`src/rtl/lsens_pkg.sv`:
```
package lsens_pkg;
    typedef enum logic [2:0] {
        ST_IDLE,
        ST_PH1,
        ST_GAP1,
        ST_PH2,
        ST_GAP2
    } drv_state_e;
endpackage

```
`src/rtl/lsens_cfg_hold.sv`:
```
module lsens_cfg_hold #(
    parameter int CW       = 16,
    parameter int MIN_HI   = 50,
    parameter int DEF_HI   = 50,
    parameter int DEF_GAP  = 2,
    parameter int DEF_LINE = 4
) (
    input  logic          clk,
    input  logic          rst_n,
    input  logic          load,
    input  logic [CW-1:0] cfg_hi,
    input  logic [CW-1:0] cfg_gap,
    input  logic [CW-1:0] cfg_line,
    output logic [CW-1:0] act_hi,
    output logic [CW-1:0] act_gap,
    output logic [CW-1:0] act_line,
    output logic          cfg_err
);
    localparam logic [CW-1:0] HI_FLOOR   = CW'(MIN_HI);
    localparam logic [CW-1:0] LINE_FLOOR = CW'(2);

    logic set_ok;
    assign set_ok = (cfg_hi >= HI_FLOOR) && (cfg_line >= LINE_FLOOR);

    always_ff @(posedge clk) begin
        if (!rst_n) begin
            act_hi   <= CW'(DEF_HI);
            act_gap  <= CW'(DEF_GAP);
            act_line <= CW'(DEF_LINE);
            cfg_err  <= 1'b0;
        end else if (load) begin
            if (set_ok) begin
                act_hi   <= cfg_hi;
                act_gap  <= cfg_gap;
                act_line <= cfg_line;
                cfg_err  <= 1'b0;
            end else begin
                cfg_err  <= 1'b1;
            end
        end
    end
endmodule

```
`src/rtl/lsens_phase_fsm.sv`:
```
module lsens_phase_fsm
    import lsens_pkg::*;
#(
    parameter int CW = 16
) (
    input  logic          clk,
    input  logic          rst_n,
    input  logic          enable,
    input  logic [CW-1:0] act_hi,
    input  logic [CW-1:0] act_gap,
    input  logic [CW-1:0] act_line,
    output logic          load,
    output logic          ph1,
    output logic          ph2,
    output logic          st,
    output logic          vrst,
    output logic          strobe
);
    localparam logic [CW-1:0] ONE = CW'(1);

    drv_state_e    state, nxt_state;
    logic [CW-1:0] cnt, nxt_cnt;
    logic [CW-1:0] line_cnt, nxt_line;
    logic          start_px, nxt_start;
    logic          tail_q, vrst_q;
    logic          pix_end;
    logic [CW-1:0] hi_last, gap_last, line_last;
    logic          gap_zero;

    assign hi_last   = act_hi - ONE;
    assign gap_last  = act_gap - ONE;
    assign line_last = act_line - ONE;
    assign gap_zero  = (act_gap == '0);

    // next-state selection
    always_comb begin
        nxt_state = state;
        nxt_cnt   = cnt + ONE;
        nxt_line  = line_cnt;
        nxt_start = start_px;
        pix_end   = 1'b0;
        load      = 1'b0;
        unique case (state)
            ST_IDLE: begin
                nxt_cnt = '0;
                if (enable) begin
                    nxt_state = ST_PH1;
                    nxt_start = 1'b1;
                    nxt_line  = '0;
                    load      = 1'b1;
                end
            end
            ST_PH1: begin
                if (cnt == hi_last) begin
                    nxt_cnt   = '0;
                    nxt_state = gap_zero ? ST_PH2 : ST_GAP1;
                end
            end
            ST_GAP1: begin
                if (cnt == gap_last) begin
                    nxt_cnt   = '0;
                    nxt_state = ST_PH2;
                end
            end
            ST_PH2: begin
                if (cnt == hi_last) begin
                    nxt_cnt = '0;
                    if (gap_zero) pix_end = 1'b1;
                    else          nxt_state = ST_GAP2;
                end
            end
            ST_GAP2: begin
                if (cnt == gap_last) begin
                    nxt_cnt = '0;
                    pix_end = 1'b1;
                end
            end
            default: nxt_state = ST_IDLE;
        endcase
        if (pix_end) begin
            if (!enable) begin
                nxt_state = ST_IDLE;
                nxt_start = 1'b0;
            end else if (line_cnt == line_last) begin
                nxt_state = ST_PH1;
                nxt_start = 1'b1;
                nxt_line  = '0;
                load      = 1'b1;
            end else begin
                nxt_state = ST_PH1;
                nxt_start = 1'b0;
                nxt_line  = line_cnt + ONE;
            end
        end
    end

    // state register
    always_ff @(posedge clk) begin
        if (!rst_n) begin
            state    <= ST_IDLE;
            cnt      <= '0;
            line_cnt <= '0;
            start_px <= 1'b0;
            tail_q   <= 1'b0;
            vrst_q   <= 1'b0;
        end else begin
            state    <= nxt_state;
            cnt      <= nxt_cnt;
            line_cnt <= nxt_line;
            start_px <= nxt_start;
            tail_q   <= pix_end && start_px;
            vrst_q   <= (state == ST_PH2);
        end
    end

    // output decode
    always_comb begin
        ph1    = (state == ST_PH1);
        ph2    = (state == ST_PH2);
        strobe = (state == ST_PH2) && (cnt == '0);
        st     = (start_px && (state != ST_IDLE)) || tail_q;
        vrst   = vrst_q;
    end
endmodule

```
`src/rtl/lsens_eos_sync.sv`:
```
module lsens_eos_sync #(
    parameter int STAGES = 2
) (
    input  logic clk,
    input  logic rst_n,
    input  logic eos_async,
    output logic eos_edge
);
    logic [STAGES:0] pipe;

    always_ff @(posedge clk) begin
        if (!rst_n) pipe <= '0;
        else        pipe <= {pipe[STAGES-1:0], eos_async};
    end

    assign eos_edge = pipe[STAGES-1] && !pipe[STAGES];
endmodule

```
`src/rtl/lsens_pix_track.sv`:
```
module lsens_pix_track #(
    parameter int IW = 10
) (
    input  logic          clk,
    input  logic          rst_n,
    input  logic          strobe,
    input  logic          clear,
    output logic [IW-1:0] idx
);
    always_ff @(posedge clk) begin
        if (!rst_n)      idx <= '0;
        else if (clear)  idx <= '0;
        else if (strobe) idx <= idx + IW'(1);
    end
endmodule

```
`src/rtl/lsens_drive_gen.sv`:
```
module lsens_drive_gen #(
    parameter int CW       = 16,
    parameter int IW       = 10,
    parameter int MIN_HI   = 50,
    parameter int DEF_HI   = 50,
    parameter int DEF_GAP  = 2,
    parameter int DEF_LINE = 4
) (
    input  logic          clk,
    input  logic          rst_n,
    input  logic          enable,
    input  logic [CW-1:0] cfg_high_cnt,
    input  logic [CW-1:0] cfg_gap_cnt,
    input  logic [CW-1:0] cfg_line_pix,
    input  logic          eos_in,
    output logic          st_out,
    output logic          ph1_out,
    output logic          ph2_out,
    output logic          vrst_out,
    output logic          px_strobe,
    output logic [IW-1:0] px_index,
    output logic          line_done,
    output logic          config_error
);
    logic          load;
    logic [CW-1:0] act_hi, act_gap, act_line;

    lsens_cfg_hold #(
        .CW(CW), .MIN_HI(MIN_HI), .DEF_HI(DEF_HI),
        .DEF_GAP(DEF_GAP), .DEF_LINE(DEF_LINE)
    ) u_cfg (
        .clk(clk), .rst_n(rst_n), .load(load),
        .cfg_hi(cfg_high_cnt), .cfg_gap(cfg_gap_cnt), .cfg_line(cfg_line_pix),
        .act_hi(act_hi), .act_gap(act_gap), .act_line(act_line),
        .cfg_err(config_error)
    );

    lsens_phase_fsm #(.CW(CW)) u_fsm (
        .clk(clk), .rst_n(rst_n), .enable(enable),
        .act_hi(act_hi), .act_gap(act_gap), .act_line(act_line),
        .load(load), .ph1(ph1_out), .ph2(ph2_out), .st(st_out),
        .vrst(vrst_out), .strobe(px_strobe)
    );

    lsens_eos_sync #(.STAGES(2)) u_eos (
        .clk(clk), .rst_n(rst_n), .eos_async(eos_in), .eos_edge(line_done)
    );

    lsens_pix_track #(.IW(IW)) u_pix (
        .clk(clk), .rst_n(rst_n), .strobe(px_strobe),
        .clear(line_done), .idx(px_index)
    );
endmodule

```
`config.mk`:
```
export PLATFORM = sky130hd
export DESIGN_NAME = lsens_drive_gen
export DESIGN_NICKNAME = d
export VERILOG_FILES = /design/src/rtl/lsens_pkg.sv /design/src/rtl/lsens_cfg_hold.sv /design/src/rtl/lsens_phase_fsm.sv /design/src/rtl/lsens_eos_sync.sv /design/src/rtl/lsens_pix_track.sv /design/src/rtl/lsens_drive_gen.sv
export SDC_FILE = /design/constraint.sdc
export NUM_CORES = 1
export LEC_CHECK = 0
export ABC_AREA = 0
export BUFFER_PORTS_ARGS = -buffer_cell sky130_fd_sc_hd__buf_2
export CAP_MARGIN = 20
export CORE_UTILIZATION = 65
export CTS_BUF_LIST = sky130_fd_sc_hd__clkbuf_8
export CTS_CLUSTER_DIAMETER = 30
export DETAILED_ROUTE_END_ITERATION = 8
export PLACE_DENSITY = 0.95
export SETUP_SLACK_MARGIN = 0.3
export SLEW_MARGIN = 20
export SYNTH_ARGS = -nofsm -noshare
export SYNTH_HDL_FRONTEND = slang
export SYNTH_SLANG_ARGS = --single-unit
```
`constraint.sdc`:
```
create_clock -name clk -period 5.5 [get_ports clk]
set_input_delay 1.1 -clock clk [delete_from_list [all_inputs] [get_ports clk]]
set_output_delay 1.1 -clock clk [all_outputs]
set_load 0.01 [all_outputs]
```
==> key figures <==
Run status
  • Outcome: finished clean

Logic synthesis
  • Distinct cells, synth: 65
  • Top post-synthesis cells by area: sky130_fd_sc_hd__dfxtp_1 (32%), sky130_fd_sc_hd__nand2_1 (8.2%), sky130_fd_sc_hd__mux2i_1 (8.1%), sky130_fd_sc_hd__xnor2_1 (7.1%), sky130_fd_sc_hd__xor2_1 (4.0%)
  • Dominant cell type by area after synthesis: sky130_fd_sc_hd__dfxtp_1
  • Top post-synthesis cells by count: sky130_fd_sc_hd__nand2_1 (138), sky130_fd_sc_hd__dfxtp_1 (100), sky130_fd_sc_hd__mux2i_1 (51), sky130_fd_sc_hd__xnor2_1 (51)
  • Seq/Total Area, Yosys: 0.317
  • Synthesized netlist net count: 870
  • Share of the synthesized area in the top cell type: 0.317
  • Synth async-reset ratio: 0
  • Synthesized area divided by synthesized cell count: 7.80 µm²
  • Synth warnings: 0
  • Total standard cell area after synthesis: 0.00632 mm²
  • Most frequent cell after synthesis: sky130_fd_sc_hd__nand2_1
  • Top flip-flop cell by instance count after synthesis: sky130_fd_sc_hd__dfxtp_1
  • EDFF count, synth: 0
  • Total of flip-flops plus latches after synthesis: 100
  • Gate Count Post-Synth: 811

Power and ir drop
  • Relative contribution of sequential cells to total power: 0.545
  • Switching power: 0.404 mW
  • Clock network power share: 0.323
  • Internal power contribution: 1.00 mW
  • Comb power frac: 0.132
  • Power per cell area: 205 mW/mm²
  • Switching power as a share of total power: 0.288
  • Maximum resistive drop on vdd: 195 µV
  • Leakage component of the power: 2.66 nW

Timing
  • Finish-stage setup viols: 0
  • Setup repair after global routing missed its margin: no
  • Final hold slack: 443 ps
  • Least-Margin Pin Slew: 1040 ps
  • Final Cycle Share: 0.716
  • Crit path setup slack, layout: 1560 ps
  • Number of slew-limit violations in the final report: 0
  • Count of final hold-check violations: 0
  • F_max: 254 MHz
  • Slew Limit Headroom: 0.301
  • Layout Skew: 17.1 ps
  • Post-route minimum period: 3940 ps
  • Sum of negative setup slack: 0 ps

Die
  • Top Ports: 69
  • Horizontal extent of the die: 101 µm
  • Row count: 35
  • Vert. Die Dim: 101 µm
  • Die area: 0.0101 mm²
  • Starting density of the core: 0.678
  • Floorplan core area: 0.00933 mm²

CTS
  • Number of buffers added to fix hold violations after cts: 0
  • Total number of H-tree levels: 3
  • CTS root buffer: sky130_fd_sc_hd__clkbuf_8
  • Clock sinks: 100
  • Worst-skew pair later-pin latency: 380 ps
  • Post-CTS repair timing setup buffer count: 0
  • Maximum buffer depth of the clock tree: 2
  • Number of buffers inserted during clock tree synthesis: 9
  • Clock edge transition at the registers on the reported setup and hold paths: 100 ps
  • Clock tree from TritonCTS: done
  • Number of gates given a new drive strength after cts: 0

Placed design
  • Half-perimeter wire length after detailed placement: 10.6 mm
  • Number of port buffers: 68
  • Dpl cell area: 0.00663 mm²
  • Setup slack at placement: 1590 ps
  • Global placer's final weighted congestion: 0.894

Setup path
  • Critical path data required time: 5800 ps
  • CP Max Fanout: 36
  • Setup slack, reg-to-reg: 1560 ps
  • Critical path class: flop to flop
  • Element type at the critical path end: flop
  • Startpoint class of the critical path: flop
  • Worst endpoint data arrival time: 4240 ps

Drt
  • DRC violations left: 0
  • Vias: 6,025
  • Via density per instance: 6.19
  • Remaining antenna violation count: 0
  • Detailed-routing iteration count for the pre-antenna-repair pass: 5
  • Wire length reported by the detailed router: 15.0 mm
  • Average routed wire per standard cell: 15.4 µm
  • Violation count after the first detailed-route iteration: 501

Hold path
  • Path category of the worst min-delay check: flop to flop

GRT
  • Global-route wire length before repair: 25.2 mm
  • Congestion Overflow GR: 0
  • Antenna violations before repair: 0
  • Via count of the first global-routing pass: 5,706
  • All-Layer GR Usage: 0.307
  • Maximum number of pins on one net before global-route repair: 71

Flow run
  • Number of max-capacitance violations reported: 0

Final layout
  • Post-route cell area: 0.00684 mm²
  • Proportion of layout cells with a drive suffix above 1: 0.128
  • Antenna diode count: 0
  • Area growth syn-to-layout: 8.11%
  • Final nets: 899
-- per-stage QoR --
stage               std cells  total power, mW   util
CTS                       974             1.40  0.731
finish                    974             1.40  0.733
floorplan                 811            0.910      -
detailed placement        958            0.962  0.711
global placement          958            0.955  0.711
global route              974             1.46  0.733
-- cells in the final DEF (no fill, tap or decap), types with 13 or more instances in the layout --
master and instances:
sky130_fd_sc_hd__inv_1 22, sky130_fd_sc_hd__xor2_1 29, sky130_fd_sc_hd__nor2_1 46, sky130_fd_sc_hd__buf_2 67, sky130_fd_sc_hd__a21oi_1 27, sky130_fd_sc_hd__nor3_1 36
sky130_fd_sc_hd__xnor2_1 51, sky130_fd_sc_hd__nand3_1 46, sky130_fd_sc_hd__o21ai_0 13, sky130_fd_sc_hd__dfxtp_1 100, sky130_fd_sc_hd__mux2i_1 51, sky130_fd_sc_hd__nor4_1 21
sky130_fd_sc_hd__nand4_1 13, sky130_fd_sc_hd__o211ai_1 16, sky130_fd_sc_hd__nand2_1 138, sky130_fd_sc_hd__and3_1 19
-- routing by layer --
| layer | track usage | up-vias | share of wire |
|---|---|---|---|
| li1 | - | 2933 | - |
| met1 | 0.372 | 2809 | 0.44 |
| met2 | 0.537 | 241 | 0.48 |
| met3 | 0.0569 | 42 | 0.061 |
| met4 | 0.118 | 0 | 0.021 |
| met5 | 0 | - | 0 |
-- worst paths after layout --
kind                                   startpoint  cells after the start               to
worst max-delay path            u_cfg.act_line[7]                      9  u_cfg.act_hi[1]
worst min-delay path                u_eos.pipe[0]                      1    u_eos.pipe[1]
worst max register to register  u_cfg.act_line[7]                      9  u_cfg.act_hi[1]
worst min register to register      u_eos.pipe[0]                      1    u_eos.pipe[1]
-- logic make-up after synthesis --
group / count (synthesis) / share of synthesized area
AOI/OAI and AO/OA: 103 / 0.113
DFF: 100 / 0.317
adders and majority gates: 8 / 0.0154
buffers and inverters: 77 / 0.0497
xor gates and xnor gates: 80 / 0.111
muxes: 52 / 0.0825
and+or+nand+nor: 391 / 0.312
-- power groups by stage --
stage / registers (mW) / clock network, mW / logic (mW)
2_1_floorplan: 0.772 / 0 / 0.138
3_3_place_gp: 0.780 / 0 / 0.176
3_5_place_dp: 0.781 / 0 / 0.181
4_1_cts: 0.764 / 0.456 / 0.182
5_1_grt: 0.768 / 0.486 / 0.204
6_report: 0.765 / 0.454 / 0.185
-- worst max-delay path, stage by stage (launching register included) --
cell	delay, ps
sky130_fd_sc_hd__dfxtp_1	370
sky130_fd_sc_hd__or3_1	430
sky130_fd_sc_hd__or4_4	450
sky130_fd_sc_hd__nor4_1	270
sky130_fd_sc_hd__xnor2_1	160
sky130_fd_sc_hd__o2111ai_1	150
sky130_fd_sc_hd__or4_1	860
sky130_fd_sc_hd__a221oi_4	350
sky130_fd_sc_hd__buf_4	540
sky130_fd_sc_hd__mux2i_1	260
-- final cells by class --
| class | count | area (µm²) |
|---|---|---|
| Timing Repair Buffer | 71 | 365 |
| Clock buffer | 10 | 138 |
| Multi-Input combinational cell | 634 | 4030 |
| Inverter | 24 | 90.1 |
| Fill cell | 727 | 2490 |
| Sequential cell | 100 | 2000 |
| Clock inverter | 6 | 47.5 |
| Tap cell | 129 | 161 |
-- registers in the layout (all words and copies together) (netlist names), 3 cells and up --
name and flops:
u_eos.pipe 3, u_fsm.cnt 16, u_cfg.act_line 16, u_fsm.state 3
u_cfg.act_gap 16, u_pix.idx 10, u_fsm.line_cnt 16, u_cfg.act_hi 16
(Power assumes the default switching activity.)
